`config.mk`:
```
export PLATFORM = sky130hd
export DESIGN_NAME = tct_timer
export DESIGN_NICKNAME = d
export VERILOG_FILES = /design/src/rtl/tct_pkg.sv /design/src/rtl/tct_ctrl.sv /design/src/rtl/tct_datapath.sv /design/src/rtl/tct_timer.sv
export SDC_FILE = /design/constraint.sdc
export NUM_CORES = 1
export LEC_CHECK = 0
export BUFFER_PORTS_ARGS = -buffer_cell sky130_fd_sc_hd__buf_4
export CAP_MARGIN = 20
export CORE_AREA = 3 3 104 205
export CTS_CLUSTER_SIZE = 25
export DETAILED_ROUTE_END_ITERATION = 10
export DIE_AREA = 0 0 107 208
export MAX_ROUTING_LAYER = met4
export PLACE_DENSITY = 0.79
export SYNTH_ARGS = -nofsm -noshare
export SYNTH_HDL_FRONTEND = slang
export SYNTH_SLANG_ARGS = --single-unit
```
`constraint.sdc`:
```
create_clock -name clk -period 3.5 [get_ports clk]
set_input_delay 0.525 -clock clk [delete_from_list [all_inputs] [get_ports clk]]
set_output_delay 0.525 -clock clk [all_outputs]
set_load 0.01 [all_outputs]
```
`src/rtl/tct_pkg.sv`:
```
package tct_pkg;

  typedef enum logic [2:0] {
    A_SUP_CMP  = 3'd0,
    A_HYP_CMP  = 3'd1,
    A_SOFT_WR  = 3'd2,
    A_SOFT_SET = 3'd3,
    A_SOFT_CLR = 3'd4,
    A_PEND     = 3'd5
  } tct_addr_e;

  typedef struct packed {
    logic supCmpWe;
    logic hypCmpWe;
    logic softWe;
    logic softSet;
    logic softClr;
    logic pendWe;
    logic supFire;
    logic hypFire;
  } tct_strobe_t;

endpackage

```
`src/rtl/tct_ctrl.sv`:
```
module tct_ctrl
  import tct_pkg::*;
#(
  parameter int CW = 63
) (
  input  logic                clk,
  input  logic                rstN,
  input  logic                wrEn,
  input  logic [2:0]          wrAddr,
  input  logic [CW:0]         wrData,
  input  logic                haltIn,
  input  logic [CW-1:0]       cnt,
  input  logic [1:0][CW-1:0]  matchVal,
  output tct_strobe_t         strb
);

  localparam int NCMP = 2;

  logic [NCMP-1:0] armed;
  logic [NCMP-1:0] cmpWr;
  logic [NCMP-1:0] hit;

  for (genvar i = 0; i < NCMP; i++) begin : g_cmp
    localparam tct_addr_e MYADDR = (i == 0) ? A_SUP_CMP : A_HYP_CMP;

    assign cmpWr[i] = wrEn && (wrAddr == MYADDR);
    assign hit[i]   = armed[i] && (matchVal[i] == cnt) && !cmpWr[i];

    always_ff @(posedge clk) begin
      if (!rstN)
        armed[i] <= 1'b0;
      else if (cmpWr[i])
        armed[i] <= !wrData[CW] && (wrData[CW-1:0] > cnt);
      else if (hit[i])
        armed[i] <= 1'b0;
    end

    // a write carrying the disable flag leaves nothing armed
    a_r4_disable_cancels : assert property (@(posedge clk) disable iff (!rstN)
      (cmpWr[i] && wrData[CW]) |=> !armed[i]);

    // a value not ahead of the count never arms
    a_r2_behind_no_arm : assert property (@(posedge clk) disable iff (!rstN)
      (cmpWr[i] && (wrData[CW-1:0] <= cnt)) |=> !armed[i]);

    // a firing comparator disarms itself
    a_r3_fire_once : assert property (@(posedge clk) disable iff (!rstN)
      hit[i] |=> !armed[i]);
  end

  always_comb begin
    strb          = '0;
    strb.supCmpWe = cmpWr[0];
    strb.hypCmpWe = cmpWr[1];
    strb.softWe   = wrEn && (wrAddr == A_SOFT_WR);
    strb.softSet  = wrEn && (wrAddr == A_SOFT_SET);
    strb.softClr  = wrEn && (wrAddr == A_SOFT_CLR);
    strb.pendWe   = wrEn && (wrAddr == A_PEND);
    strb.supFire  = hit[0];
    strb.hypFire  = hit[1] && !haltIn;
  end

endmodule

```
`src/rtl/tct_datapath.sv`:
```
module tct_datapath
  import tct_pkg::*;
#(
  parameter int CW      = 63,
  parameter int SOFT_W  = 17,
  parameter int SUP_BIT = 16
) (
  input  logic                clk,
  input  logic                rstN,
  input  logic [CW:0]         wrData,
  input  tct_strobe_t         strb,
  output logic [CW-1:0]       cnt,
  output logic [1:0][CW-1:0]  matchVal,
  output logic [SOFT_W-1:0]   softInt,
  output logic                pend,
  output logic                supPulse,
  output logic                hypPulse
);

  localparam int DW = CW + 1;
  localparam int XW = (DW > SOFT_W) ? DW : SOFT_W;

  logic [1:0][DW-1:0] cmpReg;
  logic [XW-1:0]      wrExt;
  logic [SOFT_W-1:0]  wrSoft;
  logic [SOFT_W-1:0]  softNext;
  logic               pendNext;

  assign wrExt  = XW'(wrData);
  assign wrSoft = wrExt[SOFT_W-1:0];

  for (genvar i = 0; i < 2; i++) begin : g_match
    assign matchVal[i] = cmpReg[i][CW-1:0];
  end

  always_comb begin
    softNext = softInt;
    if (strb.softWe)
      softNext = wrSoft;
    else if (strb.softSet)
      softNext = softInt | wrSoft;
    else if (strb.softClr)
      softNext = softInt & ~wrSoft;
    if (strb.supFire)
      softNext[SUP_BIT] = 1'b1;
  end

  always_comb begin
    pendNext = pend;
    if (strb.pendWe)
      pendNext = wrData[0];
    if (strb.hypFire)
      pendNext = 1'b1;
  end

  always_ff @(posedge clk) begin
    if (!rstN) begin
      cnt      <= '0;
      cmpReg   <= '0;
      softInt  <= '0;
      pend     <= 1'b0;
      supPulse <= 1'b0;
      hypPulse <= 1'b0;
    end else begin
      cnt      <= cnt + 1'b1;
      if (strb.supCmpWe) cmpReg[0] <= wrData;
      if (strb.hypCmpWe) cmpReg[1] <= wrData;
      softInt  <= softNext;
      pend     <= pendNext;
      supPulse <= strb.supFire;
      hypPulse <= strb.hypFire;
    end
  end

  a_r1_count_step : assert property (@(posedge clk) disable iff (!rstN)
    $past(rstN) |-> (cnt == CW'($past(cnt) + 1'b1)));

  a_r3_sup_one_cycle : assert property (@(posedge clk) disable iff (!rstN)
    supPulse |=> !supPulse);

  a_r3_hyp_one_cycle : assert property (@(posedge clk) disable iff (!rstN)
    hypPulse |=> !hypPulse);

  a_r5_sup_sets_bit : assert property (@(posedge clk) disable iff (!rstN)
    supPulse |-> softInt[SUP_BIT]);

  a_r6_hyp_sets_pend : assert property (@(posedge clk) disable iff (!rstN)
    hypPulse |-> pend);

endmodule

```
`src/rtl/tct_timer.sv`:
```
module tct_timer
  import tct_pkg::*;
#(
  parameter int CW      = 63,
  parameter int SOFT_W  = 17,
  parameter int SUP_BIT = 16
) (
  input  logic              clk,
  input  logic              rstN,
  input  logic              wrEn,
  input  logic [2:0]        wrAddr,
  input  logic [CW:0]       wrData,
  input  logic              haltIn,
  output logic [CW-1:0]     tickCount,
  output logic [SOFT_W-1:0] softIntReg,
  output logic              hypPending,
  output logic              hypIrq,
  output logic              supMatch,
  output logic              hypMatch
);

  tct_strobe_t        strb;
  logic [1:0][CW-1:0] matchVal;
  logic               pend;

  tct_ctrl #(.CW(CW)) ctrl_i (
    .clk      (clk),
    .rstN     (rstN),
    .wrEn     (wrEn),
    .wrAddr   (wrAddr),
    .wrData   (wrData),
    .haltIn   (haltIn),
    .cnt      (tickCount),
    .matchVal (matchVal),
    .strb     (strb)
  );

  tct_datapath #(.CW(CW), .SOFT_W(SOFT_W), .SUP_BIT(SUP_BIT)) dp_i (
    .clk      (clk),
    .rstN     (rstN),
    .wrData   (wrData),
    .strb     (strb),
    .cnt      (tickCount),
    .matchVal (matchVal),
    .softInt  (softIntReg),
    .pend     (pend),
    .supPulse (supMatch),
    .hypPulse (hypMatch)
  );

  assign hypPending = pend;
  assign hypIrq     = pend;

  // a halted cycle never yields a hypervisor pulse
  a_r7_halt_blocks : assert property (@(posedge clk) disable iff (!rstN)
    ($past(rstN) && $past(haltIn)) |-> !hypMatch);

endmodule

```
**After elaboration in Yosys (flattened, before gate mapping)**

Cells that the tools add are included.

- Output and inout port bits: 84
- Logic and storage cells: 54
- Input port bits: 71
- Register bits: 211

- Bitwise gates (word level): 3
- Equality and inequality tests: 7
- Muxes and demuxes: 10
- Reduce and logical (&&, ||, !) cells: 22
- Order comparisons: 1
- Add/subtract/negate cells: 1

Operators by type and width:

| kind | number |
|---|---|
| $eq 63x63->1 | 2 |
| $add 63x1->63 const B | 1 |
| $gt 63x63->1 | 1 |
| $mux 17 | 3 |
| $and 17x17->17 | 1 |
| $not 17->17 | 1 |
| $or 17x17->17 | 1 |
| $logic_and 1x1->1 | 12 |
| $mux 1 | 7 |
| $eq 3x2->1 const B | 2 |
| $eq 3x3->1 const B | 2 |
| $reduce_bool 2->1 | 3 |
| $logic_not 1->1 | 4 |
| $reduce_bool 4->1 | 1 |
| $eq 3x1->1 const B | 1 |
| $logic_not 3->1 | 1 |
| $reduce_bool 3->1 | 1 |

**Logic depth before layout (Yosys ltp)**

Gate-level depths: netlist (run 1).

- Depth after elaboration: 6
- Mapped depth: 10
- Mapped depth without buffers: 9

**Cells and area by module**

From an unflattened synthesis (run 1), not the netlist that was laid out.

- Cells, all modules: 1249
- Area, all modules: 11175.7 um2

By module, submodules not included:

| module | area each (um2) | cells each | instances | sequential area each (um2) |
|---|---|---|---|---|
| tct_datapath | 8075.2 | 827 | 1 | 4184.0 |
| tct_ctrl | 3093.0 | 421 | 1 | 40.0 |
| tct_timer | 7.5 | 1 | 1 | 0.0 |

**Least setup slack after synthesis (run 1)**

OpenSTA, ideal clock, no wires.

- Path type: reg-to-reg
- Start: register dp_i.cnt[35]
- End: register ctrl_i.armed[1]
- Cell stages (with the launch flop): 10
- Data required time: 3.384 ns
- Buffers on the path: 1
- Clock period less this slack: 2.829 ns
- Path slack: 0.671 ns
- Arrival: 2.713 ns
- Library setup time: 0.116 ns
- Cells stage by stage: dfxtp_1 clkbuf_1 clkinv_1 ha_1 nand2_1 nor4_1 nand4_1 or4_1 o211a_1 a31o_2

- Cells in the longest elaborated chain, start to end: 4
- Elaborated cells between the ends (all ways): 7
- Those cells by class: 1 x order compare; 1 x eq/ne; 1 x mux; 4 x reduce/logical

RTL lines:

| element | RTL line | RTL |
|---|---|---|
| start: declaration | tct_datapath.sv:12 | `output logic [CW-1:0] cnt,` |
| start signal: assignment | tct_datapath.sv:65 | `cnt <= cnt + 1'b1;` |
| branches (longest 4 deep; another with $gt 63x63->1) | -- |  |
| end signal: indexed assignment | tct_ctrl.sv:33 | `armed[i] <= !wrData[CW] && (wrData[CW-1:0] > cnt);` |
| end: declaration | tct_ctrl.sv:19 | `logic [NCMP-1:0] armed;` |

Parallel ways; which one is timed is not known.
A chain may end at the register's enable or synchronous reset.

**Worst setup path in the final report (run 1)**

- Start: register dp_i.cnt[54]
- End: register ctrl_i.armed[0]

The elaborated chain is that of the path after synthesis.

==> results by group, run 1 <==
Clocking
  – Maximum buffer depth of the clock tree: 3
  – Clock sink count: 211
  – Root buf cell: clkbuf_16
  – CTS clock-pin slew for the worst setup and hold paths: 70 ps
  – Postcts setup bufs: 0
  – H-tree depth: 1
  – CTS tree: done
  – Clk_lat worst skew: 520 ps
  – # resized after CTS: 0
  – Num CTS Buffers: 20
  – Hold buffers post-CTS: 0

Die
  – Core Box Area: about 20000 um2
  – DIE AREA: 22300 um2
  – Core Rows: 73
  – # IOs: 155
  – Die Width: 107 um
  – Die Span Y: 208 um
  – Initial Util: a little under three fifths

Global routing
  – Antenna violations before repair: 0
  – Global route overflow: 0
  – Vias in the first global route: 10900
  – First-pass GRT wire length: 63400 um
  – Global Route Usage Sum: 38.4%
  – Largest net degree at the start of global routing: 88

Drt
  – TritonRoute pass-1 iters: 7
  – Antenna viol nets, final: 0
  – Vias per cell: slightly above 6
  – Vias: 10900
  – Initial DRC Count: 737
  – Aggregate routed wire length: 41900 um
  – WL/cell: 23.3 um
  – # DRC: 0

Hold path
  – Hold Path Stages: 3
  – Hold Crit Start: wrData[48]
  – WHS Endpoint: dp_i.matchVal[48]
  – Worst min-delay path class: primary input to flip-flop

Cells and area
  – Layout area overhead: 18.8%
  – Multi-input gate area: 6660 um2
  – Final #Nets: roughly 1700
  – FF/Latch Area: around 4200 um2
  – Fin cells: 1802
  – Inserted Diodes: 0
  – FILL cells: 1726
  – Share of cells above drive strength 1: 14.9%

Worst setup path
  – R2r endpoint: ctrl_i.armed[0]
  – CP arrival: roughly 3600 ps
  – R2R depth: 9
  – Critical Path Sink Type: flip-flop
  – Crit Path Max Fanout: 6
  – WP data required: 3910 ps
  – R2r setup slk: 360 ps
  – Worst flop-to-flop path startpoint: dp_i.cnt[54]
  – Startpoint Class: flip-flop
  – CP Class: flip-flop to flip-flop

Synth
  – Syn Inst Count: 1405
  – Top_reg_cell synth: dfxtp_1
  – Seq cells post-synth: 211
  – Synth warn: 0
  – Post-synth EDFFs: 0
  – Ys async rst share: 0%
  – Avg Inst Size Synth: 8.17 um2
  – Netlist cell types: 62
  – Sequential share of the synthesized area: 36.8%
  – Syn nets: 1540
  – Cell area after synthesis: 11500 um2

Timing
  – Final max-slew violation count: 0
  – Minimum clock period: 3140 ps
  – RSZ-0062 raised after global routing: false
  – Max Clock Skew: 10.5 ps
  – Tightest Pin Transition: between 900 and 1000 ps
  – Hold Fails Final Rpt: 0
  – Final WS setup: around 360 ps
  – Final setup viols: 0
  – Max_slew headroom: approximately 36%
  – TNS Setup: 0 ps
  – Fmax: approximately 320 MHz
  – Period utilization: roughly 90%

Pwr
  – Pwr Density: 397 nW/um2
  – Peak VDD IR: 0.369 mV
  – Total power: 5.41 mW
  – Leakage power: 5.08 nW

Job
  – Max-cap violations: 0

Placement
  – HPWL after DPL: 31700 um
  – Routability Congestion: 1.14
  – Placement Setup Slack: 376 ps
  – Placed insts: 1770
  – IO buf count: 154

Run status
  – Run status: complete, no violations
-- layout make-up --
type,count,share of cell area (%)
multi-input combinational,1035,48.9
inverter,78,2.15
timing repair buffer,184,10.3
clock inverter,7,1.02
sequential,211,31.0
clock buffer,25,4.26
tap,262,2.40
-- placed cells by master, fill, tap and decap left out, types with 17 or more instances in the layout --
cell and count:
ha_1 64, clkbuf_16 21, nor3_1 19, xor2_1 23
nor4_1 26, buf_4 182, nand3_1 38, nor3b_1 17
a21boi_0 129, and2_1 57, nand4_1 43, inv_1 75
xnor2_1 122, dfxtp_1 211, nor2_1 21, a21oi_1 56
nand2_1 306
-- Yosys cell counts (23+ instances only) --
cell type | n | area [um2]
a21boi_0 | 129 | 968
a21oi_1 | 56 | 280
and2_1 | 57 | 357
clkbuf_1 | 73 | 274
dfxtp_1 | 211 | 4220
ha_1 | 64 | 801
inv_1 | 75 | 282
nand2_1 | 306 | 1150
nand3_1 | 38 | 190
nand4_1 | 43 | 269
nor4_1 | 26 | 163
xnor2_1 | 122 | 1070
xor2_1 | 23 | 201
-- metrics by stage --
step	area (um2)	hold WS, ps	util (%)
after floorplan	11500	443	-
after global placement	12900	453	64.5
after detailed placement	12900	459	64.5
after CTS	13600	275	68.1
after global routing	13600	289	68.1
final	13600	284	68.1
-- how the worst max path moves through the flow --
stage / endpoint / slack, ps / from / depth (start not counted)
final: ctrl_i.armed[0] / 360 / dp_i.cnt[54] / 9
after global routing: ctrl_i.armed[0] / 210 / dp_i.cnt[54] / 9
after floorplan: ctrl_i.armed[1] / 670 / dp_i.cnt[35] / 9
after detailed placement: ctrl_i.armed[0] / 380 / dp_i.cnt[54] / 9
after global placement: ctrl_i.armed[0] / 420 / dp_i.cnt[54] / 9
after CTS: ctrl_i.armed[0] / 370 / dp_i.cnt[54] / 9
-- per-layer routing --
metal  routed length (um)  GRT usage (%)  share of wire, %
met2                20600           63.9                49
met1                14100           38.4                34
met4                 4510           32.3                11
met5                    0              -                 0
met3                 2710           6.33               6.5
-- logic make-up after synthesis --
logic type | share of synthesized area, %
adder cells (fa/ha/maj) | 6.98
buffers and inverters | 5.36
AND/OR/NAND/NOR | 24.4
AO/OA/AOI/OAI | 15.3
multiplexers | 0.0872
XOR/XNOR | 11.1
flip-flops | 36.8
-- power breakdown --
part | switching [mW] | leakage, nW | internal, mW | total, mW
registers | 0.0345 | 1.71 | 2.44 | 2.47
clock network | 0.988 | 0.356 | 1.46 | 2.45
logic | 0.280 | 3.02 | 0.207 | 0.487
total | 1.30 | 5.08 | 4.11 | 5.41
-- flip-flops by register name, summed over array words and instances (netlist names), named ones only --
name and cells:
dp_i.pend 1, ctrl_i.armed 2, dp_i.matchVal 126, dp_i.softInt 1, dp_i.cnt 63, dp_i.supPulse 1, dp_i.hypPulse 1
-- critical path, cell delays in order, from the launching register on --
cell     delay, ps
dfxtp_1        550
inv_1          190
ha_1           360
nand4_1        120
nor4_1         360
buf_4          210
nand4_1        150
or4_1          560
o211a_1        280
a31o_2         250
(Power assumes the default switching activity.)
==> run 2, diff against run 1 <==
--- a/config.mk
+++ b/config.mk
@@ -5,7 +5,7 @@
 export SDC_FILE = /design/constraint.sdc
 export NUM_CORES = 1
 export LEC_CHECK = 0
-export BUFFER_PORTS_ARGS = -buffer_cell sky130_fd_sc_hd__buf_4
+export BUFFER_PORTS_ARGS = -buffer_cell sky130_fd_sc_hd__buf_2
 export CAP_MARGIN = 20
 export CORE_AREA = 3 3 104 205
 export CTS_CLUSTER_SIZE = 25
==> results by group, run 2 (synthesis results as in run 1) <==
Run status
  – Run status: complete, no violations

Drt
  – Aggregate routed wire length: 42100 um (+0.51%)
  – Vias: 10700 (-1.4%)
  – Antenna viol nets, final: 0 (unchanged)
  – WL/cell: 23.3 um (about the same)
  – # DRC: 0 (unchanged)
  – TritonRoute pass-1 iters: 5 (-2)
  – Initial DRC Count: 687 (-6.8%)
  – Vias per cell: 5.92 (-1.8%)

Global routing
  – Largest net degree at the start of global routing: 129 (+47%)
  – First-pass GRT wire length: 63100 um (-0.40%)
  – Antenna violations before repair: 0 (unchanged)
  – Global Route Usage Sum: 38.6% (+0.18 points)
  – Global route overflow: 0 (unchanged)
  – Vias in the first global route: 10600 (-3.1%)

Worst setup path
  – Startpoint Class: flip-flop
  – WP data required: 3900 ps (about the same)
  – Critical Path Sink Type: flip-flop
  – CP Class: flip-flop to flip-flop
  – CP arrival: 3540 ps (about the same)
  – Crit Path Max Fanout: 7 (+1)

Cells and area
  – Final #Nets: 1671 (+0.36%)
  – Share of cells above drive strength 1: 15.2% (+0.38 points)
  – Fin cells: 1810 (+0.44%)
  – Layout area overhead: 15.5%
  – Largest register FFs: 126 (unchanged)
  – Commonest non-fill, non-tap cell in the layout: nand2_1
  – Inserted Diodes: 0 (unchanged)
  – Most frequent cells in the layout: nand2_1 (306), dfxtp_1 (211), buf_2 (153), a21boi_0 (129), xnor2_1 (122)

Clocking
  – # resized after CTS: 0 (unchanged)
  – Root buf cell: clkbuf_16
  – CTS clock-pin slew for the worst setup and hold paths: 70 ps (about the same)
  – Maximum buffer depth of the clock tree: 3 (unchanged)
  – Clock sink count: 211 (unchanged)
  – Clk_lat worst skew: 520 ps (about the same)
  – H-tree depth: 1 (unchanged)
  – Postcts setup bufs: 0 (unchanged)
  – CTS tree: done
  – Hold buffers post-CTS: 0 (unchanged)
  – Num CTS Buffers: 20 (unchanged)

Placement
  – HPWL after DPL: 32400 um (+2.4%)
  – IO buf count: 154 (unchanged)
  – Placed insts: 1776 (+0.34%)
  – Routability Congestion: 1.08 (-5.7%)

Timing
  – Max Clock Skew: 21.7 ps (+11.2 ps)
  – Period utilization: 89.9% (+0.19 points)
  – Tightest Pin Transition: 1140 ps (+179 ps)
  – Final max-slew violation count: 0 (unchanged)
  – TNS Setup: 0 ps (unchanged)
  – Fmax: 318 MHz (-0.21%)
  – Final setup viols: 0 (unchanged)
  – Hold Fails Final Rpt: 0 (unchanged)
  – Max_slew headroom: 23.7% (-12 points)
  – RSZ-0062 raised after global routing: false
  – Minimum clock period: 3150 ps (+6.67 ps)
  – Hold_ws: 279 ps (-5.22 ps)

Die
  – # IOs: 155 (unchanged)
  – Core Rows: 73 (unchanged)
  – Die Span Y: 208 um (unchanged)
  – Initial Util: 57.4% (unchanged)
  – DIE AREA: 22300 um2 (unchanged)
  – Die Width: 107 um (unchanged)
  – Core Box Area: 20000 um2 (unchanged)

Pwr
  – Peak VDD IR: 0.414 mV (+12%)
  – Pwr Density: 395 nW/um2 (-0.55%)
  – Leakage power: 5.05 nW (-0.76%)

Hold path
  – Worst min-delay path class: primary input to flip-flop

Job
  – Max-cap violations: 0 (unchanged)
-- run 2: final cells by class --
cell class | instances | area, um2
Fill cell | 1746 | 6740
Multi-Input combinational cell | 1035 | 6660
Sequential cell | 211 | 4220
Timing Repair Buffer | 190 | 1080
Clock buffer | 26 | 584
Tap cell | 262 | 328
Inverter | 78 | 293
Clock inverter | 8 | 90.1
-- run 2: layer usage --
| layer | wire length (um) | global-route usage [%] | vias up | part of all wire, % |
|---|---|---|---|---|
| li1 | - | - | 5025 | - |
| met1 | 14700 | 39.0 | 5120 | 35 |
| met2 | 21800 | 67.8 | 423 | 52 |
| met3 | 1990 | 4.44 | 150 | 4.7 |
| met4 | 3650 | 27.0 | 0 | 8.7 |
| met5 | 0 | - | - | 0 |
-- run 2: metrics by stage --
stage / total power [mW] / worst slack (ps) / instance area (um2) / util, %
floorplan: 2.77 / 671 / 11500 / -
global placement: 2.98 / 487 / 12600 / 62.9
detailed placement: 2.98 / 371 / 12600 / 62.9
CTS: 5.24 / 416 / 13300 / 66.3
global route: 5.38 / 203 / 13300 / 66.3
finish: 5.24 / 355 / 13300 / 66.3
-- run 2: final timing paths --
check	to	from	slack, ps	depth (start not counted)
setup / recovery	ctrl_i.armed[1]	dp_i.cnt[42]	350	8
hold / removal	dp_i.matchVal[28]	wrData[28]	280	3
setup reg to reg	ctrl_i.armed[1]	dp_i.cnt[42]	350	8
hold reg to reg	dp_i.matchVal[117]	dp_i.matchVal[117]	470	2
-- run 2: worst max-delay path, stage by stage, from the launching register on --
cell     delay (ps)
dfxtp_1         480
inv_1           150
ha_1            350
nand4_1         100
nor4_1          640
nand4_1         240
or4_1           560
o211a_1         270
a31o_2          240
-- run 2: where the power goes --
group	switching (mW)	leakage [nW]	internal, mW
sequential	0.0348	1.71	2.44
combinational	0.283	3.00	0.182
clock	0.975	0.340	1.32
==> run 3, diff against run 2 <==
--- a/config.mk
+++ b/config.mk
@@ -7,12 +7,13 @@
 export LEC_CHECK = 0
 export BUFFER_PORTS_ARGS = -buffer_cell sky130_fd_sc_hd__buf_2
 export CAP_MARGIN = 20
-export CORE_AREA = 3 3 104 205
+export CORE_AREA = 3 3 103 203
 export CTS_CLUSTER_SIZE = 25
 export DETAILED_ROUTE_END_ITERATION = 10
-export DIE_AREA = 0 0 107 208
+export DIE_AREA = 0 0 106 206
 export MAX_ROUTING_LAYER = met4
 export PLACE_DENSITY = 0.79
 export SYNTH_ARGS = -nofsm -noshare
 export SYNTH_HDL_FRONTEND = slang
+export SYNTH_HIERARCHICAL = 1
 export SYNTH_SLANG_ARGS = --single-unit
==> results by group, run 3 <==
Timing
  – Tightest Pin Transition: 1030 ps (-117 ps)
  – Max_slew headroom: 31.5% (+7.8 points)
  – Max Clock Skew: 13.8 ps (-7.86 ps)
  – Hold Fails Final Rpt: 0 (unchanged)
  – Final setup viols: 0 (unchanged)
  – Period utilization: 82.1% (-7.7 points)
  – RSZ-0062 raised after global routing: false
  – Final max-slew violation count: 0 (unchanged)
  – Fmax: 348 MHz (+9.4%)
  – Final WS setup: 625 ps (+270 ps)
  – TNS Setup: 0 ps (unchanged)
  – Minimum clock period: 2870 ps (-270 ps)
  – Hold_ws: 273 ps (-5.83 ps)

Pwr
  – Comb pwr share: 8.9% (about the same)
  – Sequential power share: 46.7% (-0.5 points)
  – Internal power: 4.03 mW (+2.3%)
  – Leakage power: 5.41 nW (+7.3%)
  – Peak VDD IR: 0.428 mV (+3.4%)
  – Switching pwr: 1.27 mW (-2.1%)
  – Switching Fraction: 23.9% (-0.81 points)
  – Total power: 5.30 mW (+1.2%)
  – Clock power share: 44.4% (+0.5 points)
  – Pwr Density: 405 nW/um2 (+2.6%)

Placement
  – Placed insts: 1646 (-7.3%)
  – IO buf count: 154 (unchanged)
  – Post-DP Area: 12400 um2 (-1.7%)
  – Routability Congestion: 1.02 (-5.3%)
  – Placement Setup Slack: 569 ps (+198 ps)
  – HPWL after DPL: 28400 um (-12%)

Synth
  – Seq cells post-synth: 211 (unchanged)
  – Sequential share of the synthesized area: 37.8% (+0.99 points)
  – Syn nets: 1384 (-10%)
  – Cell area after synthesis: 11200 um2 (-2.6%)
  – Avg Inst Size Synth: 8.95 um2 (+9.5%)
  – Ys async rst share: 0% (unchanged)
  – Netlist cell types: 57 (-8.1%)
  – Synth top area cells: dfxtp_1 (38%), mux2i_1 (13%), ha_1 (7.2%)
  – Top_reg_cell synth: dfxtp_1
  – Post-synth top area cell: dfxtp_1
  – Syn Inst Count: 1249 (-11%)
  – Synth top area share: 37.8% (+0.99 points)
  – Synth warn: 6 (+6)
  – Most frequent cells after synthesis: dfxtp_1 (211), nor2_1 (193), mux2i_1 (144), xor2_1 (89), inv_1 (76)
  – Most common cell in the netlist: dfxtp_1
  – Post-synth EDFFs: 0 (unchanged)

Clocking
  – Hold buffers post-CTS: 0 (unchanged)
  – CTS clock-pin slew for the worst setup and hold paths: 70 ps (about the same)
  – # resized after CTS: 0 (unchanged)
  – Maximum buffer depth of the clock tree: 3 (unchanged)
  – H-tree depth: 1 (unchanged)
  – Root buf cell: clkbuf_16
  – CTS tree: done
  – Clock sink count: 211 (unchanged)
  – Num CTS Buffers: 20 (unchanged)
  – Clk_lat worst skew: 500 ps (-20 ps)
  – Postcts setup bufs: 0 (unchanged)

Cells and area
  – Final Util: 67.2% (+0.92 points)
  – Fin cells: 1682 (-7.1%)
  – FILL cells: 1645 (-5.8%)
  – Inserted Diodes: 0 (unchanged)
  – Final Cell Area: 13100 um2 (-1.4%)
  – Commonest non-fill, non-tap cell in the layout: dfxtp_1
  – Layout area overhead: 17.0%
  – Final #Nets: 1544 (-7.6%)
  – Most frequent cells in the layout: dfxtp_1 (211), nor2_1 (193), buf_2 (154), mux2i_1 (144), xor2_1 (89)
  – Share of cells above drive strength 1: 16.5% (+1.3 points)
  – Largest register FFs: 126 (unchanged)

Worst setup path
  – CP Class: flip-flop to flip-flop
  – Critical Path Sink Type: flip-flop
  – Worst path cell trace: inv_1 -> ha_1 -> nand4_1 -> or3_1 -> or4_4 -> nor4b_1 -> a311oi_1 -> nand2_1 -> o22ai_1
  – Max incr delay on CP: 580 ps (-60 ps)
  – WP data required: 3850 ps (-50 ps)
  – Startpoint Class: flip-flop
  – Crit Path Max Fanout: 6 (-1)
  – CP max stage cell: or4_4
  – CP arrival: 3220 ps (-320 ps)

Job
  – Max-cap violations: 0 (unchanged)

Global routing
  – Antenna violations before repair: 0 (unchanged)
  – Global route overflow: 0 (unchanged)
  – First-pass GRT wire length: 55700 um (-12%)
  – Global Route Usage Sum: 34.2% (-4.4 points)
  – Largest net degree at the start of global routing: 135 (+4.7%)
  – Vias in the first global route: 9999 (-5.4%)

Drt
  – Vias: 10100 (-5.4%)
  – TritonRoute pass-1 iters: 5 (unchanged)
  – WL/cell: 22.0 um (-5.5%)
  – Initial DRC Count: 592 (-14%)
  – Vias per cell: 6.03 (+1.8%)
  – # DRC: 0 (unchanged)
  – Aggregate routed wire length: 37000 um (-12%)
  – Antenna viol nets, final: 0 (unchanged)

Die
  – # IOs: 155 (unchanged)
  – Core Rows: 72 (-1.4%)
  – Die Width: 106 um (-0.93%)
  – Initial Util: 57.4% (about the same)
  – DIE AREA: 21800 um2 (-1.9%)
  – Die Span Y: 206 um (-0.96%)
  – Core Box Area: 19500 um2 (-2.7%)

Hold path
  – Worst min-delay path class: primary input to flip-flop

Run status
  – Run status: complete, no violations
## run 3: cell count changes in the layout (fill, tap and decap cells not counted), sizes merged, moves of 17 or more
cell	before	now
a21boi	131	0
and2	57	5
mux2i	1	144
nand2	306	43
nor2	22	193
or3	5	22
xnor2	122	42
xor2	23	89
## run 3: worst paths after layout
kind              cells past startpoint  slack [ps]              end       startpoint
setup reg to reg                      9         630  ctrl_i/armed[0]     dp_i/cnt[61]
hold / removal                        4         270    dp_i/hypPulse           haltIn
hold reg to reg                       2         500  ctrl_i/armed[1]  ctrl_i/armed[1]
setup / recovery                      9         630  ctrl_i/armed[0]     dp_i/cnt[61]
## run 3: cell families (layout without fill, tap and decap cells)
family                     count (synthesis)  count (layout)  share of synthesized area, %
xor gates and xnor gates                 131             131                          10.3
adders and majority gates                 64              64                          7.17
and+or+nand+nor                          424             424                          19.0
AOI/OAI and AO/OA                        149             149                          8.54
muxes                                    144             144                          12.9
buffers and inverters                    126             300                          4.34
DFF                                      211             211                          37.8
## run 3: area by class of cell
cell class,count,area (um2),area share (%)
Clock buffer,29,596,4.55
Clock inverter,7,110,0.842
Inverter,77,297,2.27
Multi-Input combinational cell,912,6480,49.6
Sequential cell,211,4220,32.3
Tap cell,259,324,2.48
Timing Repair Buffer,187,1040,7.98
## run 3: worst max-delay path: cells and delay by family (launching register included)
| kind | cells | cell delay [ps] |
|---|---|---|
| buffers and inverters | 1 | 120 |
| adders and majority gates | 1 | 340 |
| and+or+nand+nor | 5 | 1580 |
| AOI/OAI and AO/OA | 2 | 260 |
| DFF | 1 | 420 |
## run 3: per-layer routing
layer	vias up	GRT usage, %	wire [um]
met1	4835	34.9	12900
met4	0	27.1	3590
met5	-	-	0
met3	167	3.75	1790
met2	414	59.2	18700
li1	4728	-	-
## run 3: power by group through the flow
stage / combinational (mW) / sequential, mW / clock [mW]
after detailed placement: 0.461 / 2.53 / 0
after CTS: 0.466 / 2.47 / 2.38
after floorplan: 0.260 / 2.53 / 0
after global placement: 0.452 / 2.53 / 0
final: 0.473 / 2.47 / 2.35
after global routing: 0.512 / 2.48 / 2.46
